### src/rtl/sdx_pkg.sv
package sdx_pkg;

    localparam logic [7:0] START_TOKEN = 8'hFE;
    localparam logic [7:0] IDLE_BYTE   = 8'hFF;

    localparam logic [2:0] RESP_ACCEPT  = 3'b010;
    localparam logic [2:0] RESP_CRC_REJ = 3'b101;
    localparam logic [2:0] RESP_WR_FAIL = 3'b110;

    typedef enum logic [3:0] {
        S_IDLE,
        S_RD_POLL,
        S_RD_DATA,
        S_RD_CRC_HI,
        S_RD_CRC_LO,
        S_WR_TOKEN,
        S_WR_DATA,
        S_WR_CRC_HI,
        S_WR_CRC_LO,
        S_WR_RESP,
        S_WR_BUSY,
        S_FINISH
    } eng_state_e;

    typedef enum logic [2:0] {
        XS_OK          = 3'd0,
        XS_CRC_BAD     = 3'd1,
        XS_ERR_TOKEN   = 3'd2,
        XS_START_TMO   = 3'd3,
        XS_WR_CRC_REJ  = 3'd4,
        XS_WR_FAIL     = 3'd5,
        XS_WR_BAD_RESP = 3'd6,
        XS_BUSY_TMO    = 3'd7
    } xfer_status_e;

    // Advance a CRC16 register by one byte, most significant bit first.
    function automatic logic [15:0] crc16_step(input logic [15:0] cur,
                                               input logic [7:0]  din,
                                               input logic [15:0] poly);
        logic [15:0] r;
        logic        fb;
        r = cur;
        for (int i = 7; i >= 0; i--) begin
            fb = r[15] ^ din[i];
            r  = {r[14:0], 1'b0};
            if (fb) r = r ^ poly;
        end
        return r;
    endfunction

endpackage

### src/rtl/sdx_crc16.sv
module sdx_crc16 import sdx_pkg::*; #(
    parameter logic [15:0] POLY = 16'h1021
) (
    input  logic        clk,
    input  logic        rst_n,
    input  logic        clr,
    input  logic        en,
    input  logic [7:0]  din,
    output logic [15:0] crc
);

    always_ff @(posedge clk or negedge rst_n) begin
        if (!rst_n) begin
            crc <= '0;
        end else if (clr) begin
            crc <= '0;
        end else if (en) begin
            crc <= crc16_step(crc, din, POLY);
        end
    end

endmodule

### src/rtl/sdx_byte_xchg.sv
module sdx_byte_xchg #(
    parameter int HALF_DIV = 2
) (
    input  logic       clk,
    input  logic       rst_n,
    input  logic       go,
    input  logic [7:0] tx_byte,
    input  logic       miso,
    output logic       sclk,
    output logic       mosi,
    output logic [7:0] rx_byte,
    output logic       done
);

    localparam int DIV_W = (HALF_DIV > 1) ? $clog2(HALF_DIV) : 1;
    localparam logic [DIV_W-1:0] DIV_TOP = DIV_W'(HALF_DIV - 1);

    logic             active;
    logic             sclk_q;
    logic [2:0]       bit_q;
    logic [DIV_W-1:0] div_q;
    logic [7:0]       tx_sh;
    logic [7:0]       rx_sh;
    logic             done_q;
    logic             tick;

    assign tick = active && (div_q == DIV_TOP);

    always_ff @(posedge clk or negedge rst_n) begin
        if (!rst_n) begin
            active <= 1'b0;
            sclk_q <= 1'b0;
            bit_q  <= '0;
            div_q  <= '0;
            tx_sh  <= '1;
            rx_sh  <= '0;
            done_q <= 1'b0;
        end else begin
            done_q <= 1'b0;
            if (!active) begin
                if (go) begin
                    active <= 1'b1;
                    tx_sh  <= tx_byte;
                    bit_q  <= '0;
                    div_q  <= '0;
                    sclk_q <= 1'b0;
                end
            end else if (tick) begin
                div_q <= '0;
                if (!sclk_q) begin
                    sclk_q <= 1'b1;
                    rx_sh  <= {rx_sh[6:0], miso};
                end else begin
                    sclk_q <= 1'b0;
                    if (bit_q == 3'd7) begin
                        active <= 1'b0;
                        done_q <= 1'b1;
                    end else begin
                        bit_q <= bit_q + 3'd1;
                        tx_sh <= {tx_sh[6:0], 1'b1};
                    end
                end
            end else begin
                div_q <= div_q + 1'b1;
            end
        end
    end

    assign sclk    = sclk_q;
    assign mosi    = active ? tx_sh[7] : 1'b1;
    assign rx_byte = rx_sh;
    assign done    = done_q;

endmodule

### src/rtl/sdx_block_engine.sv
module sdx_block_engine import sdx_pkg::*; #(
    parameter int HALF_DIV   = 2,
    parameter int MAX_BLK    = 512,
    parameter int LIM_W      = 16,
    parameter int BUSY_LIMIT = 4096
) (
    input  logic                             clk,
    input  logic                             rst_n,
    input  logic                             start_rd,
    input  logic                             start_wr,
    input  logic [$clog2(MAX_BLK+1)-1:0]     blk_len,
    input  logic                             high_cap,
    input  logic [LIM_W-1:0]                 rd_limit,
    input  logic [7:0]                       wr_data,
    output logic                             wr_take,
    output logic [7:0]                       rd_data,
    output logic                             rd_valid,
    output logic                             busy,
    output logic                             done,
    output logic [2:0]                       status,
    output logic                             crc_error,
    output logic [7:0]                       err_token,
    output logic                             sclk,
    output logic                             mosi,
    input  logic                             miso
);

    localparam int LEN_W = $clog2(MAX_BLK + 1);
    localparam int CNT_W = ((LIM_W > LEN_W) ? LIM_W : LEN_W) + 1;
    localparam logic [LEN_W-1:0] FULL_LEN = LEN_W'(MAX_BLK);

    eng_state_e   st, nxt;
    logic         go;
    logic [7:0]   tx;
    logic         xd;
    logic [7:0]   rx;
    logic         launched;
    logic [CNT_W-1:0] cnt, cnt_nx;
    logic [LEN_W-1:0] len_q;
    logic [LIM_W-1:0] lim_q;
    xfer_status_e result_q;
    logic         crc_err_q;
    logic [7:0]   tok_q;
    logic [7:0]   rcv_hi;
    logic         rd_valid_q;
    logic [7:0]   rd_data_q;
    logic [15:0]  crc;
    logic         crc_en;
    logic [7:0]   crc_din;
    logic         last_pay, poll_over, busy_over;
    logic         starting;

    sdx_byte_xchg #(.HALF_DIV(HALF_DIV)) u_xchg (
        .clk     (clk),
        .rst_n   (rst_n),
        .go      (go),
        .tx_byte (tx),
        .miso    (miso),
        .sclk    (sclk),
        .mosi    (mosi),
        .rx_byte (rx),
        .done    (xd)
    );

    assign crc_en  = (go && st == S_WR_DATA) || (xd && st == S_RD_DATA);
    assign crc_din = (st == S_WR_DATA) ? wr_data : rx;

    sdx_crc16 #(.POLY(16'h1021)) u_crc (
        .clk   (clk),
        .rst_n (rst_n),
        .clr   (st == S_IDLE),
        .en    (crc_en),
        .din   (crc_din),
        .crc   (crc)
    );

    always_comb begin
        cnt_nx    = cnt + 1'b1;
        last_pay  = (cnt_nx == CNT_W'(len_q));
        poll_over = (cnt_nx >= CNT_W'(lim_q));
        busy_over = (cnt_nx >= CNT_W'(BUSY_LIMIT));
        starting  = (st == S_IDLE) && (nxt != S_IDLE);
    end

    // State register
    always_ff @(posedge clk or negedge rst_n) begin
        if (!rst_n) st <= S_IDLE;
        else        st <= nxt;
    end

    // Next state, byte launch and transmit byte
    always_comb begin
        nxt = st;
        go  = 1'b0;
        tx  = IDLE_BYTE;
        if (st != S_IDLE && st != S_FINISH && !launched) go = 1'b1;
        unique case (st)
            S_IDLE: begin
                if (start_rd)      nxt = S_RD_POLL;
                else if (start_wr) nxt = S_WR_TOKEN;
            end
            S_RD_POLL: begin
                if (xd) begin
                    if (rx == START_TOKEN)                nxt = S_RD_DATA;
                    else if (rx != IDLE_BYTE || poll_over) nxt = S_FINISH;
                end
            end
            S_RD_DATA:   if (xd && last_pay) nxt = S_RD_CRC_HI;
            S_RD_CRC_HI: if (xd) nxt = S_RD_CRC_LO;
            S_RD_CRC_LO: if (xd) nxt = S_FINISH;
            S_WR_TOKEN: begin
                tx = START_TOKEN;
                if (xd) nxt = S_WR_DATA;
            end
            S_WR_DATA: begin
                tx = wr_data;
                if (xd && last_pay) nxt = S_WR_CRC_HI;
            end
            S_WR_CRC_HI: begin
                tx = crc[15:8];
                if (xd) nxt = S_WR_CRC_LO;
            end
            S_WR_CRC_LO: begin
                tx = crc[7:0];
                if (xd) nxt = S_WR_RESP;
            end
            S_WR_RESP:   if (xd) nxt = S_WR_BUSY;
            S_WR_BUSY:   if (xd && (rx != 8'h00 || busy_over)) nxt = S_FINISH;
            S_FINISH:    nxt = S_IDLE;
            default:     nxt = S_IDLE;
        endcase
    end

    // Datapath and result registers
    always_ff @(posedge clk or negedge rst_n) begin
        if (!rst_n) begin
            launched   <= 1'b0;
            cnt        <= '0;
            len_q      <= FULL_LEN;
            lim_q      <= '0;
            result_q   <= XS_OK;
            crc_err_q  <= 1'b0;
            tok_q      <= '0;
            rcv_hi     <= '0;
            rd_valid_q <= 1'b0;
            rd_data_q  <= '0;
        end else begin
            rd_valid_q <= xd && (st == S_RD_DATA);
            if (xd) rd_data_q <= rx;

            if (go)      launched <= 1'b1;
            else if (xd) launched <= 1'b0;

            if (st == S_IDLE)  cnt <= '0;
            else if (xd)       cnt <= (nxt != st) ? '0 : cnt_nx;

            if (starting) begin
                len_q     <= (high_cap || blk_len == '0 || blk_len > FULL_LEN) ? FULL_LEN : blk_len;
                lim_q     <= rd_limit;
                result_q  <= XS_OK;
                crc_err_q <= 1'b0;
                tok_q     <= '0;
            end

            if (xd) begin
                case (st)
                    S_RD_POLL: begin
                        if (rx != START_TOKEN && rx != IDLE_BYTE) begin
                            result_q <= XS_ERR_TOKEN;
                            tok_q    <= rx;
                        end else if (rx == IDLE_BYTE && poll_over) begin
                            result_q <= XS_START_TMO;
                        end
                    end
                    S_RD_CRC_HI: rcv_hi <= rx;
                    S_RD_CRC_LO: begin
                        if ({rcv_hi, rx} != crc) begin
                            result_q  <= XS_CRC_BAD;
                            crc_err_q <= 1'b1;
                        end
                    end
                    S_WR_RESP: begin
                        case (rx[3:1])
                            RESP_ACCEPT:  result_q <= XS_OK;
                            RESP_CRC_REJ: result_q <= XS_WR_CRC_REJ;
                            RESP_WR_FAIL: result_q <= XS_WR_FAIL;
                            default:      result_q <= XS_WR_BAD_RESP;
                        endcase
                    end
                    S_WR_BUSY: begin
                        if (rx == 8'h00 && busy_over) result_q <= XS_BUSY_TMO;
                    end
                    default: ;
                endcase
            end
        end
    end

    assign wr_take   = go && (st == S_WR_DATA);
    assign rd_data   = rd_data_q;
    assign rd_valid  = rd_valid_q;
    assign busy      = (st != S_IDLE);
    assign done      = (st == S_FINISH);
    assign status    = result_q;
    assign crc_error = crc_err_q;
    assign err_token = tok_q;

endmodule

### config.mk
export PLATFORM = sky130hd
export DESIGN_NAME = sdx_block_engine
export DESIGN_NICKNAME = d
export VERILOG_FILES = /design/src/rtl/sdx_pkg.sv /design/src/rtl/sdx_crc16.sv /design/src/rtl/sdx_byte_xchg.sv /design/src/rtl/sdx_block_engine.sv
export SDC_FILE = /design/constraint.sdc
export NUM_CORES = 1
export LEC_CHECK = 0
export BUFFER_PORTS_ARGS = -buffer_cell sky130_fd_sc_hd__clkbuf_2
export CAP_MARGIN = 20
export CELL_PAD_IN_SITES_DETAIL_PLACEMENT = 0
export CELL_PAD_IN_SITES_GLOBAL_PLACEMENT = 1
export CORE_ASPECT_RATIO = 1.75
export CORE_MARGIN = 2
export CORE_UTILIZATION = 50
export CTS_CLUSTER_DIAMETER = 50
export DETAILED_ROUTE_END_ITERATION = 12
export PLACE_DENSITY = 0.94
export REMOVE_ABC_BUFFERS = 1
export SLEW_MARGIN = 10
export SYNTH_ARGS = -nofsm -noshare
export SYNTH_HDL_FRONTEND = slang
export SYNTH_SLANG_ARGS = --single-unit
export TNS_END_PERCENT = 5
### constraint.sdc
create_clock -name clk -period 7.75 [get_ports clk]
set_input_delay 0 -clock clk [delete_from_list [all_inputs] [get_ports clk]]
set_output_delay 0 -clock clk [all_outputs]
set_load 0.01 [all_outputs]
==> results of run 1 <==
layer usage:
metal / vias to the layer above / wire, um / track usage
met4: 0 / 1190 / 0.172
met3: 83 / 940 / 0.0424
met2: 241 / 11400 / 0.523
met1: 3101 / 7200 / 0.294
li1: 2898 / - / -
met5: - / 0 / 0
cells in the mapped netlist (5+ instances only):
master,instances
a211oi_1,7
a21oi_1,27
a221oi_1,9
a222oi_1,7
a22o_1,17
and2_1,7
buf_1,7
buf_2,7
clkbuf_1,36
dfrtp_1,107
dfstp_2,9
ha_1,20
inv_1,39
mux2_2,33
mux2i_1,10
nand2_1,67
nand2b_1,6
nand3_1,25
nand4_1,19
nor2_1,37
nor2b_1,8
nor3_1,19
nor4_1,24
o21a_1,5
o21ai_0,60
o21ai_1,9
o31ai_1,5
or3_1,12
xnor2_1,50
xor2_1,12
critical path: cells and delay by family (launching register included):
kind / cells / cell delay (ps)
xor+xnor: 1 / 150
flops: 1 / 560
fa+ha+maj: 1 / 320
compound gates: 7 / 2130
simple gates: 4 / 1380
worst min path at each step:
stage	slack, ps	cells after the start	to
2_1_floorplan	-300	0	cnt[0]
5_1_grt	50	3	u_xchg.tx_sh[0]
3_5_place_dp	3	1	lim_q[14]
3_3_place_gp	-10	1	lim_q[14]
6_report	3	3	u_xchg.tx_sh[0]
4_1_cts	3	3	u_xchg.tx_sh[0]
kinds of logic (layout without fill, tap and decap cells):
group / count (synthesis) / after routing / synth area share
adders and majority gates: 20 / 20 / 0.0353
AOI/OAI and AO/OA: 179 / 179 / 0.168
muxes: 43 / 43 / 0.0665
xor gates and xnor gates: 65 / 65 / 0.0861
buffers and inverters: 93 / 173 / 0.0533
DFF: 116 / 116 / 0.411
and+or+nand+nor: 246 / 246 / 0.181
through the flow:
step	utilization	worst slack [ps]	cell area (um^2)	std cells	hold slack (ps)
after detailed placement	0.537	3260	7470	956	3.42
after global placement	0.537	3410	7470	956	-9.81
after floorplan	-	3990	6860	708	-296
final	0.605	3090	8410	1019	2.94
after CTS	0.602	3190	8370	1017	2.82
after global routing	0.605	2880	8410	1019	46.4
power by group:
| group | leakage, uW | total (uW) | switching [uW] | internal, uW |
|---|---|---|---|---|
| combinational | 0.00182 | 1070 | 592 | 473 |
| sequential | 0.00147 | 1060 | 248 | 815 |
| clock | 0.000295 | 831 | 312 | 519 |
sequential cells by signal, indices dropped and copies added, names as in the netlist, 4 cells and up:
signal          count
u_crc.crc          16
rd_data             8
st                  4
u_xchg.rx_byte      8
cnt                17
lim_q              16
u_xchg.tx_sh        8
rcv_hi              8
len_q              10
err_token           8
cell type report:
class	instances	area share
clock buffer	19	0.0527
clock inverter	13	0.0204
inverter	39	0.0174
multi-input combinational	553	0.454
sequential	116	0.347
tap	177	0.0263
timing repair buffer	102	0.0830
==> results.md, run 1 <==
- Clock transition at path regs: about 60 ps
- #FFs+latches synth: 116
- R2r setup slk: between 3000 and 4000 ps
- Worst VDD drop: 253 uV
- Avg Synthesized Cell Area: 9.31 um^2
- RSZ-0062 raised after global routing: false
- Commonest cells after routing, fill and taps aside: dfrtp_1, nand2_1, clkbuf_2
- Post-layout minimum cycle time: 4660 ps
- Reg area: 2910 um^2
- Wirelength per Cell: slightly above 20 um
- Reg2Reg Depth: 13
- Initial antenna violation count: 0
- Period utilisation layout: 0.601
- Area leader, netlist: dfrtp_1
- Number of enable flip-flop cells after synthesis: 0
- Starting Density: 0.510
- H-Tree Depth: 4
- Worst min path class: primary input to flip-flop
- Syn-to-layout area delta: 18.5%
- Async set-reset flop share out of synthesis: 1.00
- CP endpoint: cnt[7]
- Drt pass-1 iters: 5
- Max cap viols: 0
- Post-DP HPWL: around 15,000 um
- Mapped Cells: between 700 and 800
- First-pass GRT wire length: roughly 33,000 um
- Post-synth top area share: 0.377
- # rows: between 50 and 60
- R2r startpoint: cnt[5]
- Clock Path Buffers: 2
- Worst clock skew: 12.2 ps
- # fillers: 1,198
- Endpoint type of the worst setup path: flip-flop
- Critical Path AT: ~5000 ps
- CP required: around 8100 ps
- Clk_lat worst skew: 420 ps
- Worst Hold Launch: wr_data[0]
- Startpoint Class: flip-flop
- Top_reg_cell synth: dfrtp_1
- Max_slew headroom: 0.285
- Leakage: 0.00358 uW
- # Post-CTS Setup Buffers: 0
- Die width: 94.1 um
- Vias in the first global route: 6,541
- CTS resizes: 0
- GRT Overall Usage: 0.284
- Worst R2R End: cnt[7]
- Total routed wirelength: around 21,000 um
- Vias/cell: 6.21
- Setup_tns: 0 ps
- Nets: approximately 890
- Routability cong.: about 0.93
- CTS tree: done
- Clk sinks: approximately 120
- Commonest non-fill, non-tap cell in the layout: dfrtp_1
- # IOs: 66
- Slowest CP cell: o21a_1
- Root Driver: clkbuf_16
- Post-synthesis sequential area ratio: 0.411
- Distinct cell type count after synthesis: between 60 and 70
- Number of port buffers: 65
- Final Hold Fails: 0
- Critical path class: flip-flop to flip-flop
- DRC: 0
- Worst slew pin tran: 1070 ps
- Total chip power: ~3000 uW
- Area of the multi-input gates: about 3800 um^2
- Remaining global-route overflow: 0
- Iteration-0 DRC Markers: between 300 and 400
- Worst Path Max Fanout: 24
- Status: finished, final reports clean
- Power per Cell Area: between 300 and 400 nW/um^2
- Crit-path cells: and4_1 -> nand2_1 -> or3_1 -> xnor2_1 -> ha_1 -> a211oi_1 -> o21a_1 -> nor2_1 -> a2111o_1 -> o21a_1 -> a311oi_1 -> o31ai_1 -> o31ai_1
- Mapped Area: 7100 um^2
- Final Max Tran Viols: 0
- Launch point of the worst path: cnt[5]
- CTS buffer count: 17
- Critical path's largest stage delay: about 570 ps
- Share of cells above drive strength 1: 0.188
- Fmax achieved: between 200 and 250 MHz
- Final setup fails: 0
- Hold-fix buffer count after cts: 29
- Detailed-route via count: 6,323
- Die Area: approximately 15,000 um^2
- Synth area leaders: dfrtp_1, xnor2_1, mux2_2, o21ai_0, nand2_1
- Routed Antenna Nets: 0
- Core ar.: between 10,000 and 15,000 um^2
- Synth warnings: 0
- Die Y-Extent: around 160 um
- ANT cells: 0
- Largest net degree at the start of global routing: 78
Note: power is estimated with default switching activity, not from simulation.
==> run 2, diff against run 1 <==
--- a/config.mk
+++ b/config.mk
@@ -11,10 +11,10 @@
 export CELL_PAD_IN_SITES_GLOBAL_PLACEMENT = 1
 export CORE_ASPECT_RATIO = 1.75
 export CORE_MARGIN = 2
-export CORE_UTILIZATION = 50
+export CORE_UTILIZATION = 42
 export CTS_CLUSTER_DIAMETER = 50
 export DETAILED_ROUTE_END_ITERATION = 12
-export PLACE_DENSITY = 0.94
+export PLACE_DENSITY = 0.85
 export REMOVE_ABC_BUFFERS = 1
 export SLEW_MARGIN = 10
 export SYNTH_ARGS = -nofsm -noshare
==> constraint.sdc (replaced) <==
create_clock -name clk -period 4.2 [get_ports clk]
set_input_delay 0 -clock clk [delete_from_list [all_inputs] [get_ports clk]]
set_output_delay 0 -clock clk [all_outputs]
set_load 0.01 [all_outputs]
==> results.md, run 2 (synthesized netlist as in run 1, its figures left out) <==
- Post-DP HPWL: 14,400 um (-1.9%)
- Vias/cell: 5.68 (-8.4%)
- Period utilisation layout: 0.934 (+0.333)
- GRT Overall Usage: 0.231 (-0.0527)
- Detailed-route via count: 6,223 (-1.6%)
- DRC: 0 (unchanged)
- Final Hold Fails: 0 (unchanged)
- Clock Path Buffers: 2 (unchanged)
- CTS buffer count: 17 (unchanged)
- Worst VDD drop: 446 uV (+76%)
- Final setup fails: 0 (unchanged)
- Design Area, Final: 8650 um^2 (+2.8%)
- Routability cong.: 0.959 (+2.8%)
- Nets: 919 (+3.4%)
- Worst min path class: primary input to asynchronous set/reset pin
- Total routed wirelength: 20,200 um (-2.8%)
- Reg2Reg Depth: 14 (+1)
- Worst Path Max Fanout: 16 (-33%)
- Commonest cells after routing, fill and taps aside: dfrtp_1, nand2_1, clkbuf_2
- Clock transition at path regs: 60 ps (about the same)
- Power per Cell Area: 620 nW/um^2 (+76%)
- Leakage: 0.00372 uW (+3.6%)
- # rows: 62 (+8.8%)
- # IOs: 66 (unchanged)
- Total chip power: 5360 uW (+81%)
- Fin util: 0.526 (-0.0788)
- CP required: 4520 ps (-3540 ps)
- Routed Antenna Nets: 0 (unchanged)
- Drt pass-1 iters: 5 (unchanged)
- First-pass GRT wire length: 32,100 um (-3.5%)
- Clk_lat worst skew: 410 ps (about the same)
- Starting Density: 0.431 (-0.0788)
- Die width: 102 um (+8.7%)
- Max cap viols: 0 (unchanged)
- Fmax achieved: 255 MHz (+19%)
- Wirelength per Cell: 18.4 um (-9.5%)
- Hold Slack: 71.0 ps (+68.0 ps)
- Clk sinks: 116 (unchanged)
- Critical Path AT: 4250 ps (-730 ps)
- RSZ-0062 raised after global routing: false
- H-Tree Depth: 4 (unchanged)
- Syn-to-layout area delta: 21.9%
- ANT cells: 0 (unchanged)
- Biggest register: cnt
- Number of flip-flops in the largest register: 17 (unchanged)
- Max_slew headroom: 0.384 (+0.0994)
- Critical path class: flip-flop to flip-flop
- Die Y-Extent: 176 um (+8.9%)
- Share of cells above drive strength 1: 0.215 (+0.0270)
- Initial antenna violation count: 0 (unchanged)
- Final Max Tran Viols: 0 (unchanged)
- Worst clock skew: 7.91 ps (-4.30 ps)
- Iteration-0 DRC Markers: 360 (-2.7%)
- Endpoint type of the worst setup path: flip-flop
- CTS tree: done
- Vias in the first global route: 6,315 (-3.5%)
- Remaining global-route overflow: 0 (unchanged)
- Worst slew pin tran: 917 ps (-152 ps)
- Commonest non-fill, non-tap cell in the layout: dfrtp_1
- Root Driver: clkbuf_16
- Startpoint Class: flip-flop
- Status: finished, final reports clean
- Die Area: 18,000 um^2 (+18%)
- Area post-placement: 7760 um^2 (+3.9%)
- Post-layout minimum cycle time: 3920 ps (-737 ps)
- Number of port buffers: 65 (unchanged)
- Largest net degree at the start of global routing: 45 (-42%)
- Top Registers: cnt (17), lim_q (16), u_crc.crc (16)
- Core ar.: 16,400 um^2 (+18%)
- Setup_tns: 0 ps (unchanged)
run 2: cell count changes in the layout (fill, tap and decap cells not counted), sizes merged:
cell | before | now
buf | 9 | 38
bufinv | 3 | 2
clkbuf | 83 | 84
clkinv | 4 | 6
dlygate4sd3 | 29 | 30
inv | 43 | 40
run 2: worst paths after layout:
check	to	slack, ps	start
min	lim_q[0]	70	rst_n
min reg2reg	u_xchg.bit_q[0]	480	u_xchg.bit_q[0]
max	cnt[13]	280	cnt[1]
min in group clk	u_xchg.tx_sh[3]	100	wr_data[3]
max in group asynchronous	cnt[6]	3180	rst_n
max reg2reg	cnt[13]	280	cnt[1]
run 2: stage by stage:
step | cells | setup slack, ps
after floorplan | 708 | 436
after global routing | 1095 | 46.5
after CTS | 1095 | 250
after global placement | 1034 | 439
final | 1095 | 276
after detailed placement | 1034 | 326
run 2: area by class of cell:
type                    count  area (um^2)
multi-input cells         553         3820
fillers                  1574         7800
clock inverters            11          129
flip-flops and latches    116         2910
clock buffers              20          457
well taps                 224          280
repair buffers            132          906
inverters                  39          146
run 2: report_power, final:
group | internal (uW) | leakage, uW | switching [uW] | total (uW)
Combinational | 893 | 0.00196 | 1110 | 2000
Clock | 904 | 0.000282 | 543 | 1450
Sequential | 1500 | 0.00147 | 410 | 1910
Total | 3300 | 0.00371 | 2060 | 5360
run 2: worst max-delay path, cell delays in order (launching register included):
cell and delay, ps:
dfrtp_1 440, ha_1 400, nand2_1 110, or3_1 450
xnor2_1 210, ha_1 290, a211oi_1 250, o21a_1 160
nor2_1 40, a2111o_1 420, o21a_1 410, buf_4 270
nor3_1 170, a221oi_1 90, o21ai_1 130
run 2: routing by layer:
metal	GRT usage	wire length [um]	vias up
li1	-	-	2963
met3	0.0325	713	57
met2	0.425	11100	179
met4	0.122	895	0
met5	0	0	-
met1	0.249	7480	3024
run 2: what timing repair did:
item | 4_1_cts | 5_1_grt
endpoints found under the hold margin | 58 | 0
resized for setup | 0 | 1
hold buffers | 30 | 0
buffers inserted | 0 | 0
setup endpoints to repair | 0 | 1
